===== config.mk =====
export PLATFORM = sky130hd
export DESIGN_NAME = fanbst_override
export DESIGN_NICKNAME = d
export VERILOG_FILES = /design/src/rtl/fanbst_pkg.sv /design/src/rtl/fanbst_sync.sv /design/src/rtl/fanbst_qual.sv /design/src/rtl/fanbst_duty_mux.sv /design/src/rtl/fanbst_timer.sv /design/src/rtl/fanbst_override.sv
export SDC_FILE = /design/constraint.sdc
export NUM_CORES = 1
export LEC_CHECK = 0
export ABC_AREA = 1
export CORE_ASPECT_RATIO = 2
export CORE_UTILIZATION = 44
export CTS_BUF_LIST = sky130_fd_sc_hd__clkbuf_8
export DETAILED_ROUTE_END_ITERATION = 8
export GPL_ROUTABILITY_DRIVEN = 0
export PLACE_DENSITY_LB_ADDON = 0.25
export SLEW_MARGIN = 10
export SYNTH_ARGS = -nofsm -noshare
export SYNTH_HDL_FRONTEND = slang
export SYNTH_SLANG_ARGS = --single-unit

===== constraint.sdc =====
create_clock -name clk -period 1.75 [get_ports clk]
set_input_delay 0.35 -clock clk [delete_from_list [all_inputs] [get_ports clk]]
set_output_delay 0.35 -clock clk [all_outputs]
set_load 0.1 [all_outputs]

===== src/rtl/fanbst_pkg.sv =====
package fanbst_pkg;

    typedef enum logic {
        MODE_MANUAL = 1'b0,
        MODE_AUTO   = 1'b1
    } fan_mode_e;

    typedef enum logic {
        SRC_REQUEST = 1'b0,
        SRC_FULL    = 1'b1
    } duty_src_e;

    typedef struct packed {
        logic      spinning;
        duty_src_e src;
    } boost_qual_t;

    // Fan counts as already turning: judged per mode.
    function automatic logic fan_spinning(fan_mode_e mode, logic man_nonzero, logic above_min);
        logic r;
        if (mode == MODE_AUTO) r = above_min;
        else                   r = man_nonzero;
        return r;
    endfunction

    function automatic duty_src_e pick_source(logic en, logic pin_low, logic spinning);
        duty_src_e s;
        if (en && pin_low && spinning) s = SRC_FULL;
        else                           s = SRC_REQUEST;
        return s;
    endfunction

endpackage


===== src/rtl/fanbst_sync.sv =====
module fanbst_sync #(
    parameter int   STAGES  = 2,
    parameter logic RST_VAL = 1'b1
) (
    input  logic clk,
    input  logic rst,
    input  logic d,
    output logic q
);
    logic [STAGES-1:0] chain;

    generate
        for (genvar i = 0; i < STAGES; i++) begin : g_stage
            if (i == 0) begin : g_first
                always_ff @(posedge clk) begin
                    if (rst) chain[0] <= RST_VAL;
                    else     chain[0] <= d;
                end
            end else begin : g_next
                always_ff @(posedge clk) begin
                    if (rst) chain[i] <= RST_VAL;
                    else     chain[i] <= chain[i-1];
                end
            end
        end
    endgenerate

    assign q = chain[STAGES-1];
endmodule


===== src/rtl/fanbst_qual.sv =====
module fanbst_qual
    import fanbst_pkg::*;
#(
    parameter int DUTY_W = 8,
    parameter int TEMP_W = 8
) (
    input  fan_mode_e          mode,
    input  logic [DUTY_W-1:0]  manual_duty,
    input  logic [TEMP_W-1:0]  temp,
    input  logic [TEMP_W-1:0]  tmin,
    input  logic               boost_en,
    input  logic               pin_low,
    output boost_qual_t        qual
);
    logic man_nonzero;
    logic above_min;

    always_comb begin
        man_nonzero   = |manual_duty;
        above_min     = (temp > tmin);
        qual.spinning = fan_spinning(mode, man_nonzero, above_min);
        qual.src      = pick_source(boost_en, pin_low, qual.spinning);
    end
endmodule


===== src/rtl/fanbst_duty_mux.sv =====
module fanbst_duty_mux
    import fanbst_pkg::*;
#(
    parameter int DUTY_W = 8
) (
    input  logic              clk,
    input  logic              rst,
    input  fan_mode_e         mode,
    input  logic [DUTY_W-1:0] manual_duty,
    input  logic [DUTY_W-1:0] auto_duty,
    input  boost_qual_t       qual,
    output logic [DUTY_W-1:0] duty_q
);
    localparam logic [DUTY_W-1:0] FULL_SCALE = {DUTY_W{1'b1}};

    logic [DUTY_W-1:0] req_duty;
    logic [DUTY_W-1:0] nxt_duty;

    always_comb begin
        req_duty = (mode == MODE_AUTO) ? auto_duty : manual_duty;
        case (qual.src)
            SRC_FULL: nxt_duty = FULL_SCALE;
            default:  nxt_duty = req_duty;
        endcase
    end

    always_ff @(posedge clk) begin
        if (rst) duty_q <= '0;
        else     duty_q <= nxt_duty;
    end
endmodule


===== src/rtl/fanbst_timer.sv =====
module fanbst_timer #(
    parameter int CNT_W = 16
) (
    input  logic             clk,
    input  logic             rst,
    input  logic             pin_low,
    input  logic             clr,
    output logic [CNT_W-1:0] cnt
);
    localparam logic [CNT_W-1:0] CNT_MAX = {CNT_W{1'b1}};

    always_ff @(posedge clk) begin
        if (rst)                            cnt <= '0;
        else if (clr)                       cnt <= '0;
        else if (pin_low && cnt != CNT_MAX) cnt <= cnt + 1'b1;
    end
endmodule


===== src/rtl/fanbst_override.sv =====
module fanbst_override
    import fanbst_pkg::*;
#(
    parameter int DUTY_W    = 8,
    parameter int TEMP_W    = 8,
    parameter int CNT_W     = 16,
    parameter int SYNC_STGS = 2
) (
    input  logic              clk,
    input  logic              rst,
    input  logic              therm_n,
    input  logic              boost_en,
    input  logic              mode_auto,
    input  logic [DUTY_W-1:0] manual_duty,
    input  logic [DUTY_W-1:0] auto_duty,
    input  logic [TEMP_W-1:0] temp,
    input  logic [TEMP_W-1:0] tmin,
    input  logic              timer_rd,
    output logic [DUTY_W-1:0] duty_out,
    output logic [CNT_W-1:0]  assert_time
);
    logic        therm_n_s;
    logic        pin_low_s;
    fan_mode_e   mode;
    boost_qual_t qual;

    assign mode      = fan_mode_e'(mode_auto);
    assign pin_low_s = ~therm_n_s;

    fanbst_sync #(.STAGES(SYNC_STGS), .RST_VAL(1'b1)) u_sync (
        .clk (clk),
        .rst (rst),
        .d   (therm_n),
        .q   (therm_n_s)
    );

    fanbst_qual #(.DUTY_W(DUTY_W), .TEMP_W(TEMP_W)) u_qual (
        .mode        (mode),
        .manual_duty (manual_duty),
        .temp        (temp),
        .tmin        (tmin),
        .boost_en    (boost_en),
        .pin_low     (pin_low_s),
        .qual        (qual)
    );

    fanbst_duty_mux #(.DUTY_W(DUTY_W)) u_mux (
        .clk         (clk),
        .rst         (rst),
        .mode        (mode),
        .manual_duty (manual_duty),
        .auto_duty   (auto_duty),
        .qual        (qual),
        .duty_q      (duty_out)
    );

    fanbst_timer #(.CNT_W(CNT_W)) u_timer (
        .clk     (clk),
        .rst     (rst),
        .pin_low (pin_low_s),
        .clr     (timer_rd),
        .cnt     (assert_time)
    );
endmodule


==> results.cfg, run 1 <==
[run_status]
outcome = finished with violations
violations = design-rule violations

[sta]
whs_ns = 0.444
final_hold_viol_count = 0
timing.final.crit_share_pct = 92.6
fin_skew_ns = 0.00862
grt_setup_unrepaired = no
max_slew_margin_pct = 76.9
drv_slew = 0
setup_violations = 0
max_freq_ghz = 0.617
period_needed_ns = 1.62
setup_tns_ns = 0
worstMarginPinSlew_ns = 0.343

[setup_path]
startpoint_type = primary input
crit_slowest_cell = clkdlybuf4s50_1
r2r-end = u_timer.cnt[4]
cp_cell_sequence = clkdlybuf4s50_1 -> inv_1 -> ha_1 -> nand2_1 -> a21oi_1 -> nor2_1 -> nand2_1 -> nand2_1 -> nand2_1 -> nand2_4 -> a21oi_1
r2r_start = u_timer.cnt[0]
end_kind = flop
ff2ff_path_depth = 9
worst_ep_arrival_time_ns = 1.83
critPathMaxFanout = 8
cp.required_ns = 1.96
ff2ff_setup_slack_ns = 0.18
crit_type = in2reg
crit_start = tmin[5]
cp_common_cell = nand2_1
endpoint = u_mux.duty_q[7]
slowest_delay_ns = 0.47

[finish]
area_growth_syn_to_layout_pct = 67.2
fin_cells = 310
nNetsFinal = 327
nFillCells = 227
multi_input_area_sq_um = 853
regArea_sq_um = 546
drive_gt1_share_pct = 22.9
diodes = 0

[detailed_routing]
routed_wl_microns = 3690
first_pass_iters = 6
wl_per_cell_microns = 11.9
ant_nets = 0
vias = 1593
drt_iter0_drc = 45
viasPerCell = 5.14
drc = 8

[power_and_ir_drop]
leakage_nw = 1.08
ir_worst_vdd_uv = 492
p_sw_mw = 0.405
internal_power_mw = 1.09
p_seq_share_pct = 41.5
p_per_area_mw_per_mm2 = 591
pwr-share-clk_pct = 34.1
switching_share_pct = 27.2
combPwrFrac_pct = 24.4
power_mw = 1.49

[flow_run]
cap_violations = 0

[clock_network]
clockBufferDepth = 2
cts-hold-fix-buffers = 0
cts.sinks = 26
cts_max_level = 1
cts.clk_slew.worst_paths_ns = 0.10
cts_made_buffers = 3
cts_tree = built
clk_latency_ns = 0.28
root_buffer = clkbuf_8

[synth]
async_flop_share_pct = 0
yosysMostFrequentCell = nand2_1
ys_seq_area_share_pct = 34.5
synth.ff_latch_count = 26
syn_area_sq_mm = 0.00151
synth_top_area_cell = dfxtp_1
synth_area_leaders = dfxtp_1, nand2_1, ha_1, a21oi_1, inv_1
yosysTopAreaCellShare_pct = 34.5
ys_top_cells_by_count = nand2_1, inv_1, dfxtp_1
yosysWarnings = 0
syn_inst = 211
syn_area_per_cell_sq_um = 7.15
syn-num-nets = 258
synthFlopType = dfxtp_1
synth-edff-count = 0
ys_types = 29

[placed_design]
place_inst = 306
numPortBuffers = 61
hpwl_microns = 3020

[floorplanning]
chipWidth_microns = 43.4
ios = 62
die_area_sq_mm = 0.00368
fp.dieH_microns = 84.8
num_rows = 29
coreArea_sq_mm = 0.00323
start_util_pct = 46.7

[global_route]
grt_max_degree = 16
antenna_found_initial = 0
overflow = 0
grt_use_total_pct = 23.8
grt_first_pass_wirelength_microns = 6670
grt_pass1_vias = 1635

[hold_path]
hp-class = reg2reg
[per-stage QoR]
step | setup WS (ns) | instance area, sq um | utilization [%]
3_3_place_gp | -0.203 | 2440 | 75.6
3_5_place_dp | -0.255 | 2440 | 75.6
4_1_cts | 0.0359 | 2510 | 77.8
6_report | 0.129 | 2520 | 78.1
5_1_grt | 0.0181 | 2520 | 78.1
2_1_floorplan | 0.0286 | 1530 | -
[how the worst min path moves through the flow]
stage                          from  depth (start not counted)        to  slack (ns)
global placement    u_sync.chain[0]                          1  u_sync.q        0.40
finish              u_sync.chain[0]                          1  u_sync.q        0.44
global route        u_sync.chain[0]                          1  u_sync.q        0.47
detailed placement  u_sync.chain[0]                          1  u_sync.q        0.43
floorplan           u_sync.chain[0]                          1  u_sync.q        0.39
CTS                 u_sync.chain[0]                          1  u_sync.q        0.45
[repair_timing]
item / 4_1_cts / 5_1_grt
setup buffers: 0 / 0
endpoints found under the setup margin: 0 / 9
gates resized for setup: 0 / 3
[flip-flops by register name, indices dropped and copies added (netlist names)]
name / flops
u_mux.duty_q: 8
u_sync.chain: 1
u_sync.q: 1
u_timer.cnt: 16
[area by class of cell]
class                      count  share of cell area, %
multi-input combinational    152                   33.8
timing repair buffer          68                   35.8
clock inverter                 1                   1.19
tap                           31                   1.54
inverter                      29                   4.32
clock buffer                   3                   1.64
sequential                    26                   21.6
[per-layer routing]
metal	GRT usage, %	routed length (microns)	up-vias
met3	5.81	215	10
met2	44.1	2150	65
met1	22.3	1220	714
li1	-	-	804
met4	13.6	102	0
met5	0	0	-
[power groups by stage]
stage                     clock network [mW]  logic (mW)  registers (mW)
after global routing                   0.535       0.390           0.620
after CTS                              0.512       0.363           0.618
after global placement                     0       0.355           0.632
after floorplan                            0      0.0864           0.729
after detailed placement                   0       0.362           0.632
final                                  0.509       0.363           0.618
[cells by family after synthesis]
| logic type | after synthesis | synth area share (%) |
|---|---|---|
| xor+xnor | 8 | 4.65 |
| compound gates | 30 | 10.6 |
| mux | 7 | 4.65 |
| flops | 26 | 34.5 |
| fa+ha+maj | 9 | 7.47 |
| simple gates | 98 | 28.5 |
| buf+inv | 33 | 9.54 |
[cells in the final DEF, fill, tap and decap left out, types with 3 or more instances in the layout]
cell	n
buf_12	24
o21ai_0	6
nor2_1	21
buf_4	7
dfxtp_2	14
clkbuf_8	3
ha_1	9
or2_2	3
clkdlybuf4s50_1	37
inv_1	27
xor2_1	5
nor3_1	6
mux2i_1	7
nand2_1	53
dfxtp_1	10
nand3_1	5
xnor2_1	3
a21oi_1	21
[critical path, delay by kind of cell]
kind	cells	cell delay, ns
AO/OA/AOI/OAI	2	0.29
buffers and inverters	2	0.51
adder cells (fa/ha/maj)	1	0.28
AND/OR/NAND/NOR	6	0.39
No activity file was read; power rests on OpenSTA's default activity.
==> inputs of run 2 (changes only) <==
- ABC_AREA: 1 -> unset
- CORE_UTILIZATION: 44 -> 45
==> run 2 against run 1 <==
Effect of this change:
- the run ends with design-rule violations, negative setup slack left
- clock power fell by 20%
- cell area increased by 16%
- critical path depth decreased by 2
- critical endpoint unchanged
- largest cell class is now multi-input gates
- largest power group unchanged
==> results.cfg, run 2 <==
[global_route]
grt_max_degree = 17
antenna_found_initial = 0
grt_use_total_pct = 35.3
overflow = 0
grt_pass1_vias = 1957
grt_first_pass_wirelength_microns = 9720

[sta]
period_needed_ns = 1.92
timing.final.crit_share_pct = 110
max_slew_margin_pct = 68.1
setup_violations = 8
fin_skew_ns = 0.00614
whs_ns = 0.446
fin_ws_ns = -0.173
drv_slew = 0
worstMarginPinSlew_ns = 0.466
max_freq_ghz = 0.520
final_hold_viol_count = 0

[synth]
yosysTopAreaCellShare_pct = 33.4
ys_top_cells_by_count = dfxtp_1, nand2_1, nor2_1, nor3_1
synth_top_area_cell = dfxtp_1
synth-edff-count = 0
yosysWarnings = 0
synth.ff_latch_count = 26
yosysMostFrequentCell = dfxtp_1
synthFlopType = dfxtp_1
syn_inst = 185
ys_types = 39
async_flop_share_pct = 0
ys_seq_area_share_pct = 33.4
syn-num-nets = 232
syn_area_sq_mm = 0.00156
synth_area_leaders = dfxtp_1, ha_1, a2111oi_0, nor2b_1, nor4_1
syn_area_per_cell_sq_um = 8.42

[finish]
drive_gt1_share_pct = 44.2
regMostFlops = u_timer.cnt
reg_top3 = u_timer.cnt x16, u_mux.duty_q x8
nNetsFinal = 315
area_growth_syn_to_layout_pct = 87.0
final_cell_mix = buf_4, buf_12, clkdlybuf4s50_1
mostFrequentLayoutCell = buf_4
largest_register_ffs = 16
diodes = 0

[setup_path]
cp_top_family = compound AO/OA/AOI/OAI gates
crit_type = in2reg
end_kind = flop
startpoint_type = primary input
critPathBufInv = 4
ff2ff_path_depth = 5
slowest_delay_ns = 0.38
critical_path_depth = 9
worst_ep_arrival_time_ns = 2.05
cp_cell_sequence = buf_6 -> inv_4 -> ha_4 -> nand4_1 -> a211oi_4 -> buf_4 -> buf_6 -> nor4_1 -> a2111oi_0
crit_slowest_cell = a2111oi_0
critPathMaxFanout = 6
cp_common_cell = buf_6
cp.required_ns = 1.88

[clock_network]
cts.clk_slew.worst_paths_ns = 0.09
root_buffer = clkbuf_8
clk_latency_ns = 0.28
cts_made_buffers = 3
cts.sinks = 26
clockBufferDepth = 2
cts_max_level = 1
cts_tree = built

[detailed_routing]
drc = 3
first_pass_iters = 7
routed_wl_microns = 7260
wl_per_cell_microns = 24.3
drt_iter0_drc = 136
ant_nets = 0
viasPerCell = 7.00
vias = 2087

[power_and_ir_drop]
leakage_nw = 1.11
ir_worst_vdd_uv = 599
p_per_area_mw_per_mm2 = 519
power_mw = 1.51

[hold_path]
hp-class = reg2reg
hold-path-cell-count = 1

[floorplanning]
num_rows = 29
fp.dieH_microns = 85.2
ios = 62
coreArea_sq_mm = 0.00323
chipWidth_microns = 43.6
start_util_pct = 48.2
die_area_sq_mm = 0.00372

[run_status]
outcome = finished with violations
violations = design-rule violations, negative setup slack

[placed_design]
numPortBuffers = 61
hpwl_microns = 4130

[flow_run]
cap_violations = 0
## run 2: cell types whose count changed in the layout (fill, tap and decap cells not counted), moves of 9 or more
cell	delta
nor2b_1	+10
buf_4	+18
ha_1	-9
dfxtp_4	+14
clkdlybuf4s50_1	-16
nand2_1	-43
dfxtp_2	-14
nor2_1	-10
inv_1	-26
a21oi_1	-11
## run 2: final cells by class
cell class                      count  area (sq um)
Sequential cell                    26           581
Inverter                            9          36.3
Timing Repair Buffer               87          1050
Tap cell                           31          38.8
Multi-Input combinational cell    141          1150
Fill cell                         120           317
Clock buffer                        4          55.1
## run 2: path summary, 6_finish.rpt
path                    from  slack (ns)               to
min          u_sync.chain[0]        0.45         u_sync.q
max                  tmin[6]       -0.17  u_mux.duty_q[7]
max reg2reg         u_sync.q       -0.03  u_mux.duty_q[7]
min reg2reg  u_sync.chain[0]        0.45         u_sync.q
## run 2: per-layer routing
| metal | up-vias | share of wire (%) | global-route usage, % |
|---|---|---|---|
| met4 | 0 | 7.5 | 19.0 |
| met2 | 190 | 54 | 66.6 |
| li1 | 875 | - | - |
| met1 | 970 | 30 | 34.6 |
| met5 | - | 0 | 0 |
| met3 | 52 | 8.3 | 4.26 |
## run 2: timing repair
action,in CTS,in global routing
pin swaps,11,9
buffers inserted,0,2
hold buffers,0,0
hold endpoints to repair,0,0
setup endpoints to repair,8,9
gates resized for setup,41,38
## run 2: power by group
part	switching, mW	internal (mW)
logic	0.277	0.226
clock network	0.204	0.202
registers	0.0177	0.585
total	0.499	1.01
## run 2: per-stage QoR
step	instance area (sq um)	setup TNS, ns	std cells	utilization (%)	setup WS (ns)
detailed placement	2670	-5.48	292	82.7	-0.839
global placement	2670	-4.43	292	82.7	-0.685
CTS	2830	-0.0875	296	87.6	-0.0443
finish	2910	-0.427	298	90.2	-0.173
floorplan	1650	-0.0496	185	-	-0.0385
global route	2910	-0.926	298	90.2	-0.249
## run 2: worst reg2reg max path, stage by stage (launching register included)
cell and delay [ns]:
dfxtp_1 0.41, nand2b_1 0.23, a31oi_2 0.24, buf_4 0.22
nor3_1 0.08, a2111oi_0 0.45
## run 2: kinds of logic (layout without fill, tap and decap cells)
family,after synthesis,count (layout),share of synthesized area (%)
compound gates,43,43,21.0
flops,26,26,33.4
fa+ha+maj,9,9,7.23
mux,2,2,1.29
simple gates,86,86,32.0
xor+xnor,1,1,0.562
buf+inv,18,100,4.42
